===== src/rtl/dmc_pkg.sv =====
package dmc_pkg;
  typedef enum logic [1:0] {
    MODE_TXO   = 2'd0,
    MODE_TRANS = 2'd1,
    MODE_BIDI  = 2'd2
  } mode_e;

  localparam int unsigned ID_W = 7;
endpackage


===== src/rtl/dmc_sync.sv =====
module dmc_sync #(
  parameter int unsigned WIDTH  = 3,
  parameter int unsigned STAGES = 2
) (
  input  logic             clk_i,
  input  logic             rst_ni,
  input  logic [WIDTH-1:0] raw_i,
  input  logic [WIDTH-1:0] rst_val_i,
  output logic [WIDTH-1:0] level_o,
  output logic [WIDTH-1:0] last_o
);
  logic [WIDTH-1:0] stg_q [STAGES];
  logic [WIDTH-1:0] last_q;

  always_ff @(posedge clk_i or negedge rst_ni) begin
    if (!rst_ni) begin
      for (int i = 0; i < STAGES; i++) stg_q[i] <= rst_val_i;
      last_q <= rst_val_i;
    end else begin
      stg_q[0] <= raw_i;
      for (int i = 1; i < STAGES; i++) stg_q[i] <= stg_q[i-1];
      last_q <= stg_q[STAGES-1];
    end
  end

  assign level_o = stg_q[STAGES-1];
  assign last_o  = last_q;
endmodule


===== src/rtl/dmc_ctrl_det.sv =====
module dmc_ctrl_det
  import dmc_pkg::*;
#(
  parameter logic [ID_W-1:0] CTRL_ID = 7'h50
) (
  input  logic clk_i,
  input  logic rst_ni,
  input  logic scl_hi_i,
  input  logic scl_rise_i,
  input  logic sda_hi_i,
  input  logic sda_fall_i,
  input  logic sda_rise_i,
  output logic match_o
);
  localparam int unsigned BIT_W = $clog2(ID_W + 1);

  logic             busy_q;
  logic [BIT_W-1:0] bit_q;
  logic [ID_W-1:0]  shr_q;
  logic             match_q;
  logic             start_c, stop_c;

  assign start_c = sda_fall_i & scl_hi_i;
  assign stop_c  = sda_rise_i & scl_hi_i;

  always_ff @(posedge clk_i or negedge rst_ni) begin
    if (!rst_ni) begin
      busy_q  <= 1'b0;
      bit_q   <= '0;
      shr_q   <= '0;
      match_q <= 1'b0;
    end else begin
      match_q <= 1'b0;
      if (start_c) begin
        busy_q <= 1'b1;
        bit_q  <= '0;
      end else if (stop_c) begin
        busy_q <= 1'b0;
      end else if (busy_q && scl_rise_i) begin
        if (bit_q == BIT_W'(ID_W)) begin
          // read/write bit: address already complete
          busy_q  <= 1'b0;
          match_q <= (shr_q == CTRL_ID);
        end else begin
          shr_q <= {shr_q[ID_W-2:0], sda_hi_i};
          bit_q <= bit_q + 1'b1;
        end
      end
    end
  end

  assign match_o = match_q;
endmodule


===== src/rtl/dmc_timeout.sv =====
module dmc_timeout #(
  parameter int unsigned LIMIT = 128
) (
  input  logic clk_i,
  input  logic rst_ni,
  input  logic active_i,
  input  logic clr_i,
  input  logic tick_i,
  input  logic idle_i,
  output logic expire_o
);
  localparam int unsigned CNT_W = $clog2(LIMIT + 1);
  localparam logic [CNT_W-1:0] CNT_MAX = CNT_W'(LIMIT);

  logic [CNT_W-1:0] cnt_q;

  always_ff @(posedge clk_i or negedge rst_ni) begin
    if (!rst_ni) cnt_q <= '0;
    else if (!active_i || clr_i) cnt_q <= '0;
    else if (tick_i && cnt_q != CNT_MAX) cnt_q <= cnt_q + 1'b1;
  end

  // saturated count waits for the bus clock to idle high
  assign expire_o = active_i & (cnt_q == CNT_MAX) & idle_i;
endmodule


===== src/rtl/dual_mode_ctl.sv =====
module dual_mode_ctl
  import dmc_pkg::*;
#(
  parameter int unsigned     SYNC_STAGES    = 2,
  parameter int unsigned     TIMEOUT_PULSES = 128,
  parameter logic [ID_W-1:0] CTRL_ID        = 7'h50
) (
  input  logic clk_i,
  input  logic rst_ni,
  input  logic scl_i,
  input  logic sda_i,
  input  logic vclk_i,
  output logic mode_trans_o,
  output logic mode_bidi_o,
  output logic stream_restart_o,
  output logic wr_en_o
);
  localparam int unsigned N_IN = 3;
  localparam int unsigned I_SCL = 0, I_SDA = 1, I_VCLK = 2;

  logic [N_IN-1:0] lvl, last;
  logic scl_fall, scl_rise, sda_fall, sda_rise, vclk_rise;
  logic match, expire;
  mode_e mode_q, mode_d;
  logic  restart_q;

  dmc_sync #(.WIDTH(N_IN), .STAGES(SYNC_STAGES)) u_sync (
    .clk_i     (clk_i),
    .rst_ni    (rst_ni),
    .raw_i     ({vclk_i, sda_i, scl_i}),
    .rst_val_i ({1'b0, 1'b1, 1'b1}),
    .level_o   (lvl),
    .last_o    (last)
  );

  assign scl_fall  =  last[I_SCL]  & ~lvl[I_SCL];
  assign scl_rise  = ~last[I_SCL]  &  lvl[I_SCL];
  assign sda_fall  =  last[I_SDA]  & ~lvl[I_SDA];
  assign sda_rise  = ~last[I_SDA]  &  lvl[I_SDA];
  assign vclk_rise = ~last[I_VCLK] &  lvl[I_VCLK];

  dmc_ctrl_det #(.CTRL_ID(CTRL_ID)) u_det (
    .clk_i      (clk_i),
    .rst_ni     (rst_ni),
    .scl_hi_i   (lvl[I_SCL]),
    .scl_rise_i (scl_rise),
    .sda_hi_i   (lvl[I_SDA]),
    .sda_fall_i (sda_fall),
    .sda_rise_i (sda_rise),
    .match_o    (match)
  );

  dmc_timeout #(.LIMIT(TIMEOUT_PULSES)) u_to (
    .clk_i    (clk_i),
    .rst_ni   (rst_ni),
    .active_i (mode_q == MODE_TRANS),
    .clr_i    (scl_fall),
    .tick_i   (vclk_rise),
    .idle_i   (lvl[I_SCL]),
    .expire_o (expire)
  );

  always_comb begin
    mode_d = mode_q;
    unique case (mode_q)
      MODE_TXO:   if (scl_fall) mode_d = MODE_TRANS;
      MODE_TRANS: begin
        if (match)       mode_d = MODE_BIDI;
        else if (expire) mode_d = MODE_TXO;
      end
      MODE_BIDI:  mode_d = MODE_BIDI;
      default:    mode_d = MODE_TXO;
    endcase
  end

  always_ff @(posedge clk_i or negedge rst_ni) begin
    if (!rst_ni) begin
      mode_q    <= MODE_TXO;
      restart_q <= 1'b0;
    end else begin
      mode_q    <= mode_d;
      restart_q <= (mode_q == MODE_TRANS) && (mode_d == MODE_TXO);
    end
  end

  assign mode_trans_o     = (mode_q == MODE_TRANS);
  assign mode_bidi_o      = (mode_q == MODE_BIDI);
  assign stream_restart_o = restart_q;
  assign wr_en_o          = (mode_q == MODE_BIDI) & lvl[I_VCLK];
endmodule


===== config.mk =====
export PLATFORM = sky130hd
export DESIGN_NAME = dual_mode_ctl
export DESIGN_NICKNAME = d
export VERILOG_FILES = /design/src/rtl/dmc_pkg.sv /design/src/rtl/dmc_sync.sv /design/src/rtl/dmc_ctrl_det.sv /design/src/rtl/dmc_timeout.sv /design/src/rtl/dual_mode_ctl.sv
export SDC_FILE = /design/constraint.sdc
export NUM_CORES = 1
export LEC_CHECK = 0
export BUFFER_PORTS_ARGS = -buffer_cell sky130_fd_sc_hd__buf_2
export CAP_MARGIN = 20
export CORE_MARGIN = 2
export CORE_UTILIZATION = 45
export CTS_BUF_LIST = sky130_fd_sc_hd__clkbuf_8
export DETAILED_ROUTE_END_ITERATION = 10
export HOLD_SLACK_MARGIN = 0.15
export SKIP_CTS_REPAIR_TIMING = 1
export SLEW_MARGIN = 20
export SYNTH_ARGS = -nofsm -noshare
export SYNTH_HDL_FRONTEND = slang
export SYNTH_SLANG_ARGS = --single-unit

===== constraint.sdc =====
create_clock -name clk_i -period 4.65 [get_ports clk_i]
set_clock_uncertainty 0.2 [all_clocks]
set_input_delay 0.465 -clock clk_i [delete_from_list [all_inputs] [get_ports clk_i]]
set_output_delay 0.465 -clock clk_i [all_outputs]
set_load 0.02 [all_outputs]

==> qor.yml, run 1 <==
status: "finished clean"
syn_area_per_cell_um2: 11.9
power.leakage_nw: 0.759
wl_um: 2550
wl_per_cell_um: 13.9
syn_to_final_growth_pct: 15.2
start_kind: "register"
ys_seq_area_share_pct: 55.3
hold_path_class: "reg -> reg"
grt_max_degree: 33
fin_util_pct: 54.8
globalplace.congestion: 0.819
synth_edf_count: 0
synthAdderAreaFrac_pct: 5.47
rsz0062_at_grt: "false"
synth-xor-area-share_pct: 1.11
cp.required_ns: 3.98
power.switching_mw: 0.174
setup_violations: 0
setup_ws_ns: 2.62
synth_ff_type: "dfrtp_1"
drt_iter0_drc: 35
die_width_um: 61.0
grt_pass1_vias: 986
r2r_slack_ns: 2.74
syn_nets: 132
synth_top_family_by_area: "simple AND/OR/NAND/NOR gates"
maxCapViolations: 0
h-tree-depth: 2
fmax_mhz: 493
p_per_area_nw_per_um2: 406
synthDistinctLibCells: 40
syn_area_um2: 1460
cts_buffers: 5
arrival_ns: 1.36
seqPwrFrac_pct: 52.5
min_period_over_period_pct: 43.6
ir_worst_vdd_uv: 194
synth_compound_area_share_pct: 10.6
io_buffer_count: 8
clk_pin_slew_ns: 0.06
p_int_mw: 0.511
ant_nets: 0
antenna_cells: 0
post-place-ws_ns: 2.73
combPwrFrac_pct: 14.6
hpwlAfterDp_um: 1790
antenna_found_initial: 0
ios: 9
tightest_slew_ns: 0.676
firstDrtPassIters: 4
die-area_um2: 3720
cts_tree: "done"
drc: 0
synthSimpleGateAreaFrac_pct: 18.1
cts.path.max_buffers: 2
clock_latency_ns: 0.27
coreArea_um2: 3080
muxShareOfSynthArea_pct: 6.76
synth_cells: 123
final_layout_size_suffix_gt1_share_pct: 25.0
overflow: 0
ys_warn_count: 0
ys_ff_latch: 32
async_reset_ff_share_pct: 100
hold_violations: 0
switching_share_pct: 25.4
power_frac_clock_pct: 32.9
track_usage_pct: 17.1
rows: 20
drv_slew: 0
grt_pass1_wl_um: 4510
crit_type: "reg -> out"
cts-root-buf: "clkbuf_8"
num_vias: 1001
nNetsFinal: 148
setup_tns_ns: 0
start_util_pct: 47.5
max_slew_margin_pct: 54.9
viasPerCell: 5.44
cp-end-kind: "primary output"
final.min_clock_period_ns: 2.03
clock_sink_count: 32
worstPathMaxFanout: 8
die_y_um: 61.0
[final cells by class]
type / count / area, µm²
multi-input combinational: 81 / 616
clock inverter: 1 / 3.75
sequential: 32 / 808
fill: 289 / 1390
tap: 44 / 55.1
timing repair buffer: 12 / 80.1
clock buffer: 7 / 96.3
inverter: 7 / 26.3
[flip-flops by register name, summed over array words and instances (netlist names), 2 cells and up]
register	count
u_to.cnt_q	8
u_sync.stg_q	3
mode_q	2
u_sync.last_o	3
u_sync.level_o	3
u_det.shr_q	7
u_det.bit_q	3
[worst paths after layout]
| kind | cells after the start | start | to |
|---|---|---|---|
| max | 2 | mode_q[1] | mode_trans_o |
| min | 0 | u_sync.stg_q[5] | u_sync.level_o[2] |
| max reg2reg | 4 | u_det.bit_q[0] | u_det.shr_q[5] |
| min reg2reg | 0 | u_sync.stg_q[5] | u_sync.level_o[2] |
| max in group asynchronous | 2 | rst_ni | u_det.bit_q[1] |
| min in group asynchronous | 2 | rst_ni | u_det.shr_q[1] |
[cells in the mapped netlist (2+ instances only)]
cell type,count,area share [%]
dfrtp_1,26,44
a21oi_1,9,3.1
inv_1,7,1.8
mux2_2,7,5.4
dfstp_2,6,11
nand3_1,6,2.1
ha_1,4,3.4
nand2b_1,4,1.7
o21ai_0,4,1.4
a31oi_1,3,1.3
maj3_1,3,2.1
nand2_1,3,0.77
nor2b_1,3,1.3
nor4b_1,3,1.8
or3_1,3,1.3
and3_1,2,0.86
clkbuf_1,2,0.51
mux2i_1,2,1.4
nand4b_1,2,1.2
nor2_1,2,0.51
nor3b_1,2,1.0
o22ai_1,2,0.86
[power by group through the flow]
stage | Sequential, mW | Combinational (mW) | Clock (mW)
after floorplan | 0.349 | 0.0777 | 0
after global placement | 0.360 | 0.0914 | 0
after detailed placement | 0.364 | 0.0986 | 0
after CTS | 0.359 | 0.0991 | 0.235
after global routing | 0.365 | 0.113 | 0.243
final | 0.359 | 0.0998 | 0.225
[worst max-delay path, cell delays in order, from the launching register on]
cell	delay, ns
dfrtp_1	0.41
nor2b_1	0.42
buf_2	0.26
[metal layers]
layer  routed length [µm]  vias up  track usage, %  part of all wire (%)
li1                     -      479               -                     -
met2                 1170       15            24.4                    46
met4                   46        0            8.70                   1.8
met1                 1240      503            23.4                    49
met3                   98        4            5.67                   3.8
met5                    0        -               0                     0
[per-stage QoR]
stage | power (mW) | cell area, µm² | hold slack, ns | cells
2_1_floorplan | 0.426 | 1460 | -0.0306 | 123
3_3_place_gp | 0.451 | 1550 | 0.136 | 172
3_5_place_dp | 0.463 | 1550 | 0.140 | 172
4_1_cts | 0.693 | 1650 | 0.0470 | 180
5_1_grt | 0.722 | 1690 | 0.155 | 184
6_report | 0.684 | 1690 | 0.152 | 184
[cells by family (layout without fill, tap and decap cells)]
logic type               Yosys count  after routing
AO/OA/AOI/OAI                     25             25
XOR/XNOR                           1              1
adder cells (fa/ha/maj)            7              7
buffers and inverters             10             27
flip-flops                        32             32
multiplexers                       9              9
AND/OR/NAND/NOR                   39             39
[placed cells by master, fill, tap and decap left out, drive strengths merged, types with 4 or more instances in the layout]
| master | synthesis | final |
|---|---|---|
| clkbuf | 3 | 7 |
| inv | 7 | 8 |
| dfrtp | 26 | 26 |
| or3 | 4 | 4 |
| buf | 0 | 8 |
| dlygate4sd3 | 0 | 4 |
| mux2 | 7 | 7 |
| ha | 4 | 4 |
| dfstp | 6 | 6 |
| nand2b | 4 | 4 |
| nand3 | 6 | 6 |
| a21oi | 10 | 10 |
| o21ai | 4 | 4 |
Note: power is estimated with default switching activity, not from simulation.
==> run 2, diff against run 1 <==
==> constraint.sdc (replaced) <==
create_clock -name clk_i -period 2.1 [get_ports clk_i]
set_clock_uncertainty 0.2 [all_clocks]
set_input_delay 0.21 -clock clk_i [delete_from_list [all_inputs] [get_ports clk_i]]
set_output_delay 0.21 -clock clk_i [all_outputs]
set_load 0.02 [all_outputs]
==> qor.yml, run 2 (synthesis gave the netlist of run 1 again) <==
cpPeakStageDelay_ns: 0.40
die_y_um: 61.0
ios: 9
fmax_mhz: 526
crit_family: "adder cells"
die_width_um: 61.0
worst-path-buf-inv: 0
design_area_um2: 1690
p_total_mw: 1.50
rsz0062_at_grt: "false"
final_cell_mix: "dfrtp_1, a21oi_1, buf_2, inv_1, mux2_2"
ir_worst_vdd_uv: 487
start_util_pct: 47.5
wl_per_cell_um: 13.8
ant_nets: 0
die-area_um2: 3720
cts.path.max_buffers: 2
post-place-ws_ns: 0.165
worstPathMaxFanout: 7
power_frac_clock_pct: 32.2
h-tree-depth: 2
clk_pin_slew_ns: 0.07
setup_ws_ns: 0.198
cts_tree: "done"
io_buffer_count: 8
power.leakage_nw: 0.758
drv_slew: 0
hold_violations: 0
wl_um: 2550
p_per_area_nw_per_um2: 887
layout.cells.non_filler: 185
arrival_ns: 1.87
viasPerCell: 5.43
coreArea_um2: 3080
reg2reg_depth: 4
worstPathCellList: "ha_1 -> ha_1 -> nand4b_2 -> mux2_2"
whs_ns: 0.147
rows: 20
clock_sink_count: 32
syn_to_final_growth_pct: 15.2
firstDrtPassIters: 5
place_inst: 173
postPlaceCellArea_um2: 1550
p_int_mw: 1.10
antenna_found_initial: 0
final.min_clock_period_ns: 1.90
setup_tns_ns: 0
hold_depth: 0
nNetsFinal: 149
start_kind: "register"
hpwlAfterDp_um: 1760
regMostFlops: "u_to.cnt_q"
hold_path_class: "reg -> reg"
max_slew_margin_pct: 53.8
crit_top_cell: "ha_1"
drt_iter0_drc: 37
cp.required_ns: 2.07
power.switching_mw: 0.398
critPathSlowestCell: "dfrtp_1"
track_usage_pct: 16.8
drc: 0
min_period_over_period_pct: 90.6
final_layout_size_suffix_gt1_share_pct: 26.2
clock_latency_ns: 0.28
overflow: 0
combPwrFrac_pct: 14.8
cts-root-buf: "clkbuf_8"
grt_pass1_vias: 977
tightest_slew_ns: 0.693
globalplace.congestion: 0.819
setup_violations: 0
cts_buffers: 5
grt_max_degree: 33
largest_reg_flops: 8
num_vias: 1004
cp-end-kind: "register"
seqPwrFrac_pct: 53.1
maxCapViolations: 0
switching_share_pct: 26.6
reg.largest.list: "u_to.cnt_q: 8 flops, u_det.shr_q: 7 flops"
status: "finished clean"
worst-path-stages: 4
layout_commonest_cell: "dfrtp_1"
grt_pass1_wl_um: 4440
fin_util_pct: 54.8
crit_type: "reg -> reg"
antenna_cells: 0
==> run 2: changes by cell type in the layout (fill, tap and decap cells not counted) <==
cell,previous run,this run
buf_4,0,1
clkbuf_8,7,6
clkinv_2,0,2
inv_1,8,7
==> run 2: path summary, 6_finish.rpt <==
| kind | start | to | slack (ns) |
|---|---|---|---|
| max in group asynchronous | rst_ni | u_to.cnt_q[4] | 0.95 |
| worst max-delay path | u_det.bit_q[0] | u_det.shr_q[2] | 0.20 |
| min in group asynchronous | rst_ni | u_det.shr_q[1] | 0.31 |
| worst min-delay path | u_sync.stg_q[5] | u_sync.level_o[2] | 0.15 |
| worst min register to register | u_sync.stg_q[5] | u_sync.level_o[2] | 0.15 |
| worst max register to register | u_det.bit_q[0] | u_det.shr_q[2] | 0.20 |
==> run 2: area by class of cell <==
type / instances / area (µm²)
sequential: 32 / 808
multi-input combinational: 81 / 616
clock buffer: 6 / 82.6
fill: 282 / 1390
clock inverter: 2 / 10.0
inverter: 7 / 26.3
tap: 44 / 55.1
timing repair buffer: 13 / 87.6
==> run 2: power by group through the flow <==
stage | Combinational, mW | Sequential, mW | Clock [mW]
2_1_floorplan | 0.172 | 0.772 | 0
3_3_place_gp | 0.203 | 0.797 | 0
3_5_place_dp | 0.216 | 0.804 | 0
4_1_cts | 0.219 | 0.794 | 0.502
6_report | 0.221 | 0.793 | 0.481
5_1_grt | 0.249 | 0.808 | 0.533
==> run 2: per-layer routing <==
layer / GRT usage, % / routed length [µm]
met1: 22.7 / 1230
met2: 24.3 / 1170
met3: 6.51 / 123
met4: 6.83 / 32
met5: 0 / 0
